$ cat src/rtl/ms_timer_pkg.sv
package ms_timer_pkg;

  localparam int unsigned ADDR_RELOAD = 0;
  localparam int unsigned ADDR_COUNT  = 1;

  // clocks per millisecond, never below 2 so a tick is a single-cycle pulse
  function automatic int unsigned clocks_per_ms(input int unsigned clk_hz);
    int unsigned d;
    d = clk_hz / 1000;
    return (d < 2) ? 2 : d;
  endfunction

  // width of a counter that must hold values 0 .. n-1
  function automatic int unsigned count_width(input int unsigned n);
    return (n <= 2) ? 1 : $clog2(n);
  endfunction

endpackage

$ cat src/rtl/ms_prescaler.sv
module ms_prescaler #(
  parameter int unsigned DIV = 250000
) (
  input  logic clk,
  input  logic rst_n,
  input  logic restart,
  output logic tick
);
  localparam int unsigned CW = ms_timer_pkg::count_width(DIV);
  localparam logic [CW-1:0] LAST = CW'(DIV - 1);

  logic [CW-1:0] phase;

  assign tick = (phase == LAST);

  always_ff @(posedge clk or negedge rst_n) begin
    if (!rst_n)       phase <= '0;
    else if (restart) phase <= '0;
    else if (tick)    phase <= '0;
    else              phase <= phase + 1'b1;
  end
endmodule

$ cat src/rtl/ms_period_counter.sv
module ms_period_counter #(
  parameter int unsigned RELOAD_W = 16
) (
  input  logic                clk,
  input  logic                rst_n,
  input  logic                tick,
  input  logic                restart,
  input  logic [RELOAD_W-1:0] reload_new,
  input  logic [RELOAD_W-1:0] reload_cur,
  output logic                expire
);
  logic [RELOAD_W-1:0] remaining;

  function automatic logic [RELOAD_W-1:0] next_remaining(
    input logic [RELOAD_W-1:0] rem,
    input logic [RELOAD_W-1:0] rld
  );
    return (rem == '0) ? rld : rem - 1'b1;
  endfunction

  assign expire = tick && (remaining == '0) && !restart;

  always_ff @(posedge clk or negedge rst_n) begin
    if (!rst_n)       remaining <= '0;
    else if (restart) remaining <= reload_new;
    else if (tick)    remaining <= next_remaining(remaining, reload_cur);
  end
endmodule

$ cat src/rtl/ms_timer_regs.sv
module ms_timer_regs #(
  parameter int unsigned RELOAD_W = 16,
  parameter int unsigned DATA_W   = 32,
  parameter int unsigned ADDR_W   = 2
) (
  input  logic                clk,
  input  logic                rst_n,
  input  logic                bus_sel,
  input  logic                bus_we,
  input  logic [ADDR_W-1:0]   bus_addr,
  input  logic [RELOAD_W-1:0] wdata_low,
  output logic [DATA_W-1:0]   bus_rdata,
  output logic                bus_rvalid,
  output logic [RELOAD_W-1:0] reload_val,
  output logic                reload_write,
  output logic                count_ack
);
  import ms_timer_pkg::*;

  logic hit_reload, hit_count;

  assign hit_reload   = (bus_addr == ADDR_W'(ADDR_RELOAD));
  assign hit_count    = (bus_addr == ADDR_W'(ADDR_COUNT));
  assign reload_write = bus_sel && bus_we && hit_reload;
  assign count_ack    = bus_sel && !bus_we && hit_count;

  always_ff @(posedge clk or negedge rst_n) begin
    if (!rst_n)            reload_val <= '0;
    else if (reload_write) reload_val <= wdata_low;
  end

  always_ff @(posedge clk or negedge rst_n) begin
    if (!rst_n) begin
      bus_rvalid <= 1'b0;
      bus_rdata  <= '0;
    end else begin
      bus_rvalid <= bus_sel && !bus_we;
      if (bus_sel && !bus_we)
        bus_rdata <= hit_reload ? DATA_W'(reload_val) : '0;
    end
  end
endmodule

$ cat src/rtl/ms_interval_timer.sv
module ms_interval_timer #(
  parameter int unsigned CLK_HZ   = 250000000,
  parameter int unsigned RELOAD_W = 16,
  parameter int unsigned DATA_W   = 32,
  parameter int unsigned ADDR_W   = 2
) (
  input  logic              clk,
  input  logic              rst_n,
  input  logic              bus_sel,
  input  logic              bus_we,
  input  logic [ADDR_W-1:0] bus_addr,
  input  logic [DATA_W-1:0] bus_wdata,
  output logic [DATA_W-1:0] bus_rdata,
  output logic              bus_rvalid,
  output logic              irq
);
  localparam int unsigned DIV = ms_timer_pkg::clocks_per_ms(CLK_HZ);

  // named internal events, also observed by the bound checker
  logic                ms_tick;
  logic                period_expire;
  logic                reload_write;
  logic                count_ack;
  logic [RELOAD_W-1:0] reload_val;

  generate
    if (DATA_W > RELOAD_W) begin : g_drop_high
      logic unused_high;
      assign unused_high = ^bus_wdata[DATA_W-1:RELOAD_W];
    end
  endgenerate

  ms_timer_regs #(.RELOAD_W(RELOAD_W), .DATA_W(DATA_W), .ADDR_W(ADDR_W)) regs_i (
    .clk         (clk),
    .rst_n       (rst_n),
    .bus_sel     (bus_sel),
    .bus_we      (bus_we),
    .bus_addr    (bus_addr),
    .wdata_low   (bus_wdata[RELOAD_W-1:0]),
    .bus_rdata   (bus_rdata),
    .bus_rvalid  (bus_rvalid),
    .reload_val  (reload_val),
    .reload_write(reload_write),
    .count_ack   (count_ack)
  );

  ms_prescaler #(.DIV(DIV)) presc_i (
    .clk    (clk),
    .rst_n  (rst_n),
    .restart(reload_write),
    .tick   (ms_tick)
  );

  ms_period_counter #(.RELOAD_W(RELOAD_W)) cnt_i (
    .clk       (clk),
    .rst_n     (rst_n),
    .tick      (ms_tick),
    .restart   (reload_write),
    .reload_new(bus_wdata[RELOAD_W-1:0]),
    .reload_cur(reload_val),
    .expire    (period_expire)
  );

  // restart clears; expiry beats a count acknowledge on the same edge
  always_ff @(posedge clk or negedge rst_n) begin
    if (!rst_n)             irq <= 1'b0;
    else if (reload_write)  irq <= 1'b0;
    else if (period_expire) irq <= 1'b1;
    else if (count_ack)     irq <= 1'b0;
  end
endmodule

$ cat config.mk
export PLATFORM = sky130hd
export DESIGN_NAME = ms_interval_timer
export DESIGN_NICKNAME = d
export VERILOG_FILES = /design/src/rtl/ms_timer_pkg.sv /design/src/rtl/ms_prescaler.sv /design/src/rtl/ms_period_counter.sv /design/src/rtl/ms_timer_regs.sv /design/src/rtl/ms_interval_timer.sv
export SDC_FILE = /design/constraint.sdc
export NUM_CORES = 1
export LEC_CHECK = 0
export ABC_AREA = 1
export BUFFER_PORTS_ARGS = -buffer_cell sky130_fd_sc_hd__buf_2
export CELL_PAD_IN_SITES_DETAIL_PLACEMENT = 1
export CELL_PAD_IN_SITES_GLOBAL_PLACEMENT = 2
export CORE_MARGIN = 2
export CORE_UTILIZATION = 31
export CTS_CLUSTER_DIAMETER = 150
export DETAILED_ROUTE_END_ITERATION = 10
export PLACE_DENSITY = 0.79
export SLEW_MARGIN = 20
export SYNTH_ARGS = -nofsm -noshare
export SYNTH_HDL_FRONTEND = slang
export SYNTH_HIERARCHICAL = 1
export SYNTH_SLANG_ARGS = --single-unit
$ cat constraint.sdc
create_clock -name clk -period 2.6 [get_ports clk]
set_input_delay 0.13 -clock clk [delete_from_list [all_inputs] [get_ports clk]]
set_output_delay 0.13 -clock clk [all_outputs]
set_load 0.05 [all_outputs]
; After elaboration in Yosys (flattened, before gate mapping)
; Cells that the tools add are included.
[classes]
add_sub_neg = 2
n_eq_ne = 2
n_mux = 9
reduce_logical = 12
[op_table]
columns = cell, count
row1 = $mux W16, 4
row2 = $mux W18, 2
row3 = $add A18 B1 Y18 const B, 1
row4 = $eq A18 B18 Y1 const B, 1
row5 = $logic_not A16 Y1, 1
row6 = $sub A16 B1 Y16 const B, 1
row7 = $logic_and A1 B1 Y1, 6
row8 = $mux W1, 3
row9 = $reduce_bool A3 Y1, 1
row10 = $eq A2 B1 Y1 const B, 1
row11 = $logic_not A1 Y1, 2
row12 = $logic_not A2 Y1, 1
row13 = $reduce_bool A2 Y1, 1
[word_totals]
register_bits = 84
in_bits = 38
elab_cells = 31

; Depth between registers and ports, before layout
[depth]
depth_word = 6
ltp_mapped = 13

; Modules after synthesis
; The synthesis kept the hierarchy.
[modules_own_cells]
columns = module, n_inst, cells_per_inst, area_per_inst_um2, seq_area_each_um2
row1 = ms_timer_regs, 1, 163, 1470.2, 825.8
row2 = ms_period_counter, 1, 243, 1412.6, 400.4
row3 = ms_prescaler, 1, 140, 1071.0, 450.4
row4 = ms_interval_timer, 1, 5, 45.0, 25.0

; Least setup slack after synthesis
; No wires, ideal clock.
[synth_timing]
path_type = register to register
startpoint = register presc_i.phase[0]
endpoint = register irq
setup_time_ns = 0.073
t_arrival_ns = 1.744
path_slack_ns = 0.783
path_stages_with_launch = 11
n_path_buf = 1
period_less_slack_ns = 1.817
path_cell_list = dfrtp_1 ha_1 nand2_2 nor2_4 inv_2 nor4_1 nor2_2 buf_2 nor3_1 inv_1 a21oi_2
[synth_via]
elab_chain_cells = 5
elab_cells_between_ends = 6
[synth_lines]
columns = element, line
row1 = start: declaration, ms_prescaler.sv:12  ; logic [CW-1:0] phase;
row2 = start signal: assignment, ms_prescaler.sv:20  ; else phase <= phase + 1'b1;
row3 = $eq A18 B18 Y1 (*), ms_prescaler.sv:14  ; assign tick = (phase == LAST);
row4 = via ms_tick, ms_interval_timer.sv:20  ; logic ms_tick;
row5 = $logic_and A1 B1 Y1 (*) (2 in a row), ms_period_counter.sv:21  ; assign expire = tick && (remaining == '0) && !restart;
row6 = via period_expire, ms_interval_timer.sv:21  ; logic period_expire;
row7 = $mux W1, ms_interval_timer.sv:68  ; else if (period_expire) irq <= 1'b1;
row8 = $mux W1, ms_interval_timer.sv:67  ; else if (reload_write) irq <= 1'b0;
row9 = end signal: assignment, ms_interval_timer.sv:67
row10 = end signal: assignment, ms_interval_timer.sv:68
row11 = end signal: assignment, ms_interval_timer.sv:69  ; else if (count_ack) irq <= 1'b0;
row12 = end: declaration, ms_interval_timer.sv:15  ; output logic irq
; Mark *: on every way through the listed nets, which the timed path passes. The rest lies on a longest branch.
; A chain may end at the register's enable or synchronous reset.

; Worst setup path in the final report
; Ends and elaborated chain as after synthesis.

==> metrics <==
status=complete, no violations; Compound-Gate Fraction of Synth Area=0.02722; Ys Warns=6; crit path DAT=2.30 ns; Initial DRT Pass Iterations=4; Synth Area in Simple Gates=0.4193; first-pass GRT wire length=18,370 um; fin util=0.3599; flop2flop setup slack=0.56 ns; post-route ant nets=0; Die Y=117.6 um; synth top area cells=dfrtp_1, nand2_1, nand3_1, nor2_1, buf_4; post-CTS resize count=0; Die ar.=13,820 um^2; Post-Layout Cell Count=766; Core Rows=41; Max Fclk=489.0 MHz; main combinational cell family by area after synthesis=simple AND/OR/NAND/NOR gates; Yosys reg bits=68; CP Launch Type=register; H-tree depth=3; num ports=72; Worst Setup Path Type=register to register; top cell type's share of synthesized area=0.4255; post-synthesis sequential area ratio=0.4255; Post-Synth XOR/XNOR Area=0.02190; crit share post-route=0.7865; Post-DP HPWL=7780 um; mean area per synthesized cell=7.257 um^2; total setup buffers inserted after CTS=0; worst path cell trace=ha_1, nand2_2, nor2_4, inv_2, nor4_1, nor2_2, buf_4, nor3_1, inv_1, a21oi_2; Vias=3,527; mean routed wirelength per cell=14.03 um; GP Congestion=0.8167; CTS buffer count=9; DRT iter0 DRCs=123; max-cap violations=0; Synth cell types=33; worst vdd ir=0.3410 mV; largest net degree at the start of global routing=69; Sink Count=68; initial antenna violation count=0; CTS clk-pin slew, worst paths=0.06 ns; Crit-path slowest cell=nor4_1; vias in the first global route=3,654; CP Max Fanout=27; Final #Nets=631; number of setup violations in the final report=0; TritonCTS clock tree=built; Sw Ratio=0.3835; Clock Skews=0.008374 ns; sw power=1.399 mW; Mapped Cells=551; Slew headroom=0.3991; Data required, critical path=2.86 ns; pwr/cell area=803.2 nW/um^2; root buf cell=clkbuf_16; internal power=2.249 mW; Lkg Pwr=2.395 nW; Worst-Margin Slew=0.9013 ns; Synth area leader=dfrtp_1; logic gate share of total power=0.288; starting density of the core=0.3169; Post-Synth Adder-Cell Area=0.009387; unrepaired setup endpoints after global routing=false; final hold violation count=0; clk buf depth=2; core footprint=12,620 um^2; Slew Viols, Final=0; min Tclk post-route=2.045 ns; CTS hold repair buffers=0; clock group share of total power=0.299; Die Wd=117.6 um; Routed WL=10,750 um; clk_lat worst skew=0.33 ns; biggest cell delay along the critical path=0.40 ns; Mapped Area=3999 um^2; routed vias/inst=4.604; mux cell area share after synthesis=0; Min-Delay Path Class=input pin to async pin; Setup TNS Final=0 ns; GR Overflow Total=0; placed insts=751; drc violations=0; register share of total power=0.413; ANT cells=0; Port-buffer cells=39; Total GRT Usage=0.1644; synthesis-to-layout area growth=13.58%; layout cells sized above 1=0.1549; Setup crit end kind=register
==> final cells by class <==
cell class	count	area, um^2
Clock inverter	4	27.53
Clock buffer	11	232.7
Timing Repair Buffer	44	232.7
Sequential cell	68	1702
Tap cell	172	215.2
Multi-Input combinational cell	424	1971
Inverter	43	161.4
Fill cell	1620	8078
==> cells by family (layout without fill, tap and decap cells) <==
family	Yosys count	after routing
xor+xnor	10	10
fa+ha+maj	3	3
flops	68	68
compound gates	17	17
buf+inv	74	102
other cells	1	16
simple gates	378	378
==> synth_stat cells, drive strengths merged <==
cell and instances:
clkinv 1, nand4 6, nand3b 5, a22oi 4
o21bai 3, buf 28, nand2 207, o21ai 5
clkbuf 3, nor2 93, xnor2 2, nor3b 1
a21oi 4, conb 1, o211ai 1, nor3 2
xor2 8, nor4 1, nand3 62, inv 42
ha 3, dfrtp 68, or2 1
==> worst max-delay path: cells and delay by family (launching register included) <==
| kind | cells | cell delay, ns |
|---|---|---|
| AOI/OAI and AO/OA | 1 | 0.12 |
| buffers and inverters | 3 | 0.37 |
| and+or+nand+nor | 5 | 0.90 |
| DFF | 1 | 0.39 |
| adders and majority gates | 1 | 0.20 |
==> path summary, 6_finish.rpt <==
| path | from | end | depth (start not counted) |
|---|---|---|---|
| max reg2reg | presc_i/phase[0]$_DFF_PN0_ | irq$_DFFE_PN0P_ | 10 |
| max in group asynchronous | rst_n | presc_i/phase[4]$_DFF_PN0_ | 2 |
| min reg2reg | regs_i/bus_rdata[10]$_DFFE_PN0P_ | regs_i/bus_rdata[10]$_DFFE_PN0P_ | 2 |
| min in group clk | bus_wdata[12] | regs_i/reload_val[12]$_DFFE_PN0P_ | 3 |
| min | rst_n | regs_i/bus_rdata[11]$_DFFE_PN0P_ | 2 |
| max | presc_i/phase[0]$_DFF_PN0_ | irq$_DFFE_PN0P_ | 10 |
==> sequential cells by signal (all words and copies together) (netlist names) <==
signal             count
regs_i/bus_rdata      16
irq                    1
cnt_i/remaining       16
regs_i/reload_val     16
presc_i/phase         18
regs_i/bus_rvalid      1
==> stage by stage <==
| step | setup slack, ns | hold slack [ns] | instance area, um^2 | total power, mW |
|---|---|---|---|---|
| after global routing | 0.3293 | 0.05490 | 4542 | 3.919 |
| after floorplan | 0.7827 | -0.1656 | 4055 | 2.306 |
| final | 0.5550 | 0.01102 | 4542 | 3.648 |
| after global placement | 0.5362 | 0.3784 | 4282 | 2.544 |
| after detailed placement | 0.5152 | 0.3936 | 4282 | 2.580 |
| after CTS | 0.4965 | 0.04276 | 4542 | 3.705 |
==> layer usage <==
metal | wire [um] | global-route usage
met1 | 5377 | 0.2234
met2 | 4830 | 0.2632
met3 | 331 | 0.02374
met4 | 207 | 0.06777
met5 | 0 | 0
==> placed cells by master (no fill, tap or decap) <==
| cell type | count |
|---|---|
| a21oi_1 | 3 |
| a21oi_2 | 1 |
| a22oi_1 | 4 |
| buf_2 | 39 |
| buf_4 | 5 |
| clkbuf_1 | 2 |
| clkbuf_16 | 9 |
| clkinv_1 | 1 |
| clkinv_2 | 2 |
| clkinv_4 | 2 |
| conb_1 | 16 |
| dfrtp_1 | 68 |
| ha_1 | 3 |
| inv_1 | 36 |
| inv_2 | 6 |
| nand2_1 | 198 |
| nand2_2 | 7 |
| nand2_4 | 2 |
| nand3_1 | 61 |
| nand3_4 | 1 |
| nand3b_1 | 5 |
| nand4_1 | 6 |
| nor2_1 | 75 |
| nor2_2 | 9 |
| nor2_4 | 9 |
| nor3_1 | 2 |
| nor3b_1 | 1 |
| nor4_1 | 1 |
| o211ai_1 | 1 |
| o21ai_0 | 3 |
| o21ai_1 | 2 |
| o21bai_1 | 3 |
| or2_0 | 1 |
| xnor2_1 | 2 |
| xor2_1 | 8 |
==> power by group through the flow <==
| stage | Combinational (mW) | Clock (mW) | Sequential (mW) |
|---|---|---|---|
| 2_1_floorplan | 0.782 | 0 | 1.52 |
| 3_3_place_gp | 1.03 | 0 | 1.52 |
| 3_5_place_dp | 1.06 | 0 | 1.52 |
| 4_1_cts | 1.07 | 1.13 | 1.51 |
| 5_1_grt | 1.22 | 1.16 | 1.55 |
| 6_report | 1.05 | 1.09 | 1.51 |
No activity file was read; power rests on OpenSTA's default activity.
